===== src/rtl/thresh_alert.sv =====
module thresh_alert #(
  parameter int DW = 16
) (
  input  logic          clk,
  input  logic          rst_n,
  input  logic          res_valid,
  input  logic [DW-1:0] res_data,
  input  logic          cfg_window,
  input  logic          cfg_pol,
  input  logic          cfg_latch,
  input  logic [1:0]    cfg_queue,
  input  logic          cfg_single,
  input  logic          status_idle,
  input  logic [DW-1:0] thr_lo,
  input  logic [DW-1:0] thr_hi,
  input  logic          rd_clr,
  input  logic          ack_clr,
  output logic          alert_o,
  output logic          alert_oe
);

  localparam int CW = 3;

  logic          alert_q, alert_n, pulse_q;
  logic [CW-1:0] cnt_q, cnt_n, cnt_inc, need;
  logic          above, below, oot, disabled, rdy_mode, active;

  assign above    = $signed(res_data) > $signed(thr_hi);
  assign below    = $signed(res_data) < $signed(thr_lo);
  assign oot      = above | (cfg_window & below);
  assign disabled = (cfg_queue == 2'b11);
  assign rdy_mode = thr_hi[DW-1] & ~thr_lo[DW-1];
  assign cnt_inc  = (cnt_q == CW'(4)) ? CW'(4) : cnt_q + CW'(1);

  always_comb begin
    case (cfg_queue)
      2'b00:   need = CW'(1);
      2'b01:   need = CW'(2);
      default: need = CW'(4);
    endcase
  end

  always_comb begin
    cnt_n   = cnt_q;
    alert_n = alert_q;
    if (disabled || rdy_mode) begin
      cnt_n   = '0;
      alert_n = 1'b0;
    end else begin
      if (cfg_latch && (rd_clr || ack_clr)) alert_n = 1'b0;
      if (res_valid) begin
        cnt_n = oot ? cnt_inc : '0;
        if (oot && (cnt_inc >= need)) alert_n = 1'b1;
        else if (!cfg_latch && (cfg_window ? !oot : below)) alert_n = 1'b0;
      end
    end
  end

  always_ff @(posedge clk or negedge rst_n) begin
    if (!rst_n) begin
      alert_q <= 1'b0;
      cnt_q   <= '0;
      pulse_q <= 1'b0;
    end else begin
      alert_q <= alert_n;
      cnt_q   <= cnt_n;
      pulse_q <= res_valid;
    end
  end

  assign active   = rdy_mode ? (cfg_single ? status_idle : pulse_q) : alert_q;
  assign alert_oe = ~disabled;
  assign alert_o  = (active & ~disabled) ^ ~cfg_pol;


  disable_clears_chk: assert property (@(posedge clk) disable iff (!rst_n)
    disabled |=> (!alert_q && cnt_q == '0));


  rise_on_strobe_chk: assert property (@(posedge clk) disable iff (!rst_n)
    $rose(alert_q) |-> $past(res_valid));


  latch_hold_chk: assert property (@(posedge clk) disable iff (!rst_n)
    (cfg_latch && alert_q && !rd_clr && !ack_clr && !disabled && !rdy_mode) |=> alert_q);


  window_clear_chk: assert property (@(posedge clk) disable iff (!rst_n)
    (res_valid && cfg_window && !cfg_latch && !disabled && !rdy_mode && !above && !below)
    |=> !alert_q);

endmodule


===== config.mk =====
export PLATFORM = sky130hd
export DESIGN_NAME = thresh_alert
export DESIGN_NICKNAME = d
export VERILOG_FILES = /design/src/rtl/thresh_alert.sv
export SDC_FILE = /design/constraint.sdc
export NUM_CORES = 1
export LEC_CHECK = 0
export ABC_AREA = 1
export BUFFER_PORTS_ARGS = -buffer_cell sky130_fd_sc_hd__buf_2
export CORE_ASPECT_RATIO = 1.4
export CORE_MARGIN = 2
export CORE_UTILIZATION = 47
export DETAILED_ROUTE_END_ITERATION = 8
export PLACE_DENSITY = 0.92
export SYNTH_ARGS = -nofsm -noshare
export SYNTH_HDL_FRONTEND = slang
export SYNTH_SLANG_ARGS = --single-unit

===== constraint.sdc =====
create_clock -name clk -period 2.1 [get_ports clk]
set_input_delay 0.105 -clock clk [delete_from_list [all_inputs] [get_ports clk]]
set_output_delay 0.105 -clock clk [all_outputs]
set_load 0.005 [all_outputs]

==> reports/results.txt <==
Final period utilization -> 0.862
CTS buffer count -> 3
Initial antenna violation count -> 0
Ys Warns -> 0
Final net count -> 369
Sequential element share of the synthesized area -> 0.0955
Starting density of the core -> 0.496
RSZ-0062 raised after global routing -> false
Placement Cell Area -> 0.00166 mm2
Core area -> 0.00264 mm2
Required @ worst endpoint -> 2.24 ns
Largest cells by area after synthesis -> ha_1, inv_1, nand2_1
Final hold vios -> 0
Async set-reset flop share out of synthesis -> 1.00
Worst Setup SP -> cnt_q[0]
Ports -> 62
Crit Reg-Reg Endpoint -> alert_q
Port Buffers -> 61
GR Overflow Total -> 0
# setup viols final -> 0
Crit Path Max Fanout -> 3
Cell variety after synth -> 22
Die height -> 66.5 um
Cells after Synth -> 206
Max Cap Viol -> 0
Tightest Pin Transition -> 0.334 ns
Synth top area share -> 0.344
Post-detail-place hpwl -> 2820 um
Share of cells above drive strength 1 -> 0.290
Leakage -> 1.13 nW
Number of synthesized flops with an enable pin -> 0
Syn Nets -> 302
Core Util, Final -> 0.642
Hold_ws -> 0.0482 ns
Die width -> 48.6 um
Clock skew -> 0.00200 ns
Worst vdd ir -> 148 uV
Clock-pin slew of the registers on the worst-case setup and hold paths -> 0.05 ns
Setup bufs post-CTS -> 0
Via/cell ratio -> 4.81
Flop-to-flop setup slack -> 0.29 ns
Hold Path Class -> primary input to flip-flop
RD Place Congestion -> 0.789
ANT nets after route -> 0
First-pass GRT wire length -> 5280 um
Maximum level of the CTS H-tree -> 1
Crit path to -> alert_q
FF-to-FF path depth -> 13
P&R area growth vs syn -> 29.5%
Slew Limit Fails -> 0
All-layer global routing usage -> 0.203
R2r startpoint -> cnt_q[0]
Die Area -> 0.00323 mm2
DRC Markers -> 0
Number of global-route vias before repair -> 1413
Post-route setup TNS -> 0 ns
Most common cell after layout, fill and taps aside -> buf_2
CTS Root Cell -> clkbuf_4
Final Cell Area -> 0.00170 mm2
Total Power -> 0.528 mW
Pin count of the biggest net entering global routing -> 7
Most frequent cells in the layout -> buf_2, inv_1, nand2_1
Drt wl/cell -> 9.83 um
Max frequency -> 553 MHz
Crit end category -> flip-flop
Clock Path Buffers -> 2
Initial drt markers -> 16
Power Density -> 311 mW/mm2
Synthesized area -> 0.00131 mm2
Worst slew margin relative to its limit -> 0.777
WL final -> 3030 um
Fin crit period -> 1.81 ns
First-pass DRT Iterations -> 4
Worst-Skew Late Latency -> 0.25 ns
# diodes -> 0
Leading area contributor after synthesis -> ha_1
CP startpoint kind -> flip-flop
Seq cells post-synth -> 5
CTS tree -> done
Finished Layout Cells -> 308
Via count -> 1482
Clock tree sinks -> 5
Avg Synthesized Cell Area -> 6.36 um2
Post-Place Setup Slack -> 0.307 ns
Outcome -> finished clean
Worst path arrival time -> 1.95 ns
Setup CP Type -> flip-flop to flip-flop
Std-Cell Rows -> 22
Top FF cell, synth -> dfrtp_1
Setup ws final -> 0.290 ns
Placed insts -> 303
==> worst max-delay path: stages (launching register included) <==
cell and delay (ns):
dfrtp_1 0.37, inv_1 0.07, ha_1 0.19, nand2_1 0.07, nand2_1 0.07, ha_1 0.29
inv_1 0.06, nand2_1 0.04, a21oi_1 0.12, nor2_1 0.05, o21ai_0 0.12, o21ai_0 0.11
nand2_2 0.09, a21oi_2 0.04
==> routing by layer <==
layer,vias up,track usage,part of all wire
met3,5,0.0314,0.071
li1,783,-,-
met4,0,0.0536,0.014
met2,56,0.433,0.55
met1,638,0.197,0.37
met5,-,0,0
==> worst min-delay path by stage <==
stage | start | end | slack [ns] | cells after the start
floorplan | rst_n | alert_q | -0.19 | 0
global placement | rst_n | alert_q | -0.07 | 1
detailed placement | rst_n | pulse_q | -0.07 | 1
CTS | res_valid | pulse_q | 0.05 | 1
global route | res_valid | pulse_q | 0.05 | 1
finish | res_valid | pulse_q | 0.05 | 1
==> Yosys cell counts (2+ instances only) <==
cell / instances
inv_1: 52
nand2_1: 49
ha_1: 36
nor2_1: 14
a21oi_1: 12
o21ai_0: 8
nand3_1: 6
dfrtp_1: 5
nand4_1: 4
nand2_2: 3
nand3_2: 3
a21oi_2: 2
inv_2: 2
nor2_2: 2
==> final cells by class <==
type                            instances  area, um2
Tap cell                               36       45.0
Fill cell                             273        946
Clock buffer                            4       26.3
Inverter                               54        203
Multi-Input combinational cell        147        982
Sequential cell                         5        125
Timing Repair Buffer                   62        315
==> sequential cells by signal, indices dropped and copies added (netlist names) <==
| signal | flops |
|---|---|
| alert_q | 1 |
| cnt_q | 3 |
| pulse_q | 1 |
==> cells by family after synthesis <==
group | after synthesis | synth area share
XOR/XNOR | 1 | 0.00669
adder cells (fa/ha/maj) | 36 | 0.344
AND/OR/NAND/NOR | 84 | 0.287
flip-flops | 5 | 0.0955
AO/OA/AOI/OAI | 26 | 0.112
buffers and inverters | 54 | 0.155
==> report_power, final <==
part / switching, mW / leakage [nW] / internal, mW / total (mW)
registers: 0.00507 / 0.0662 / 0.104 / 0.109
logic: 0.162 / 1.05 / 0.139 / 0.301
clock network: 0.0456 / 0.0150 / 0.0722 / 0.118
total: 0.213 / 1.13 / 0.316 / 0.528
==> repair_timing <==
item | in CTS | in global routing
hold buffers | 1 | 0
gates resized for setup | 0 | 0
endpoints found under the hold margin | 5 | 0
Note: power is estimated with default switching activity, not from simulation.
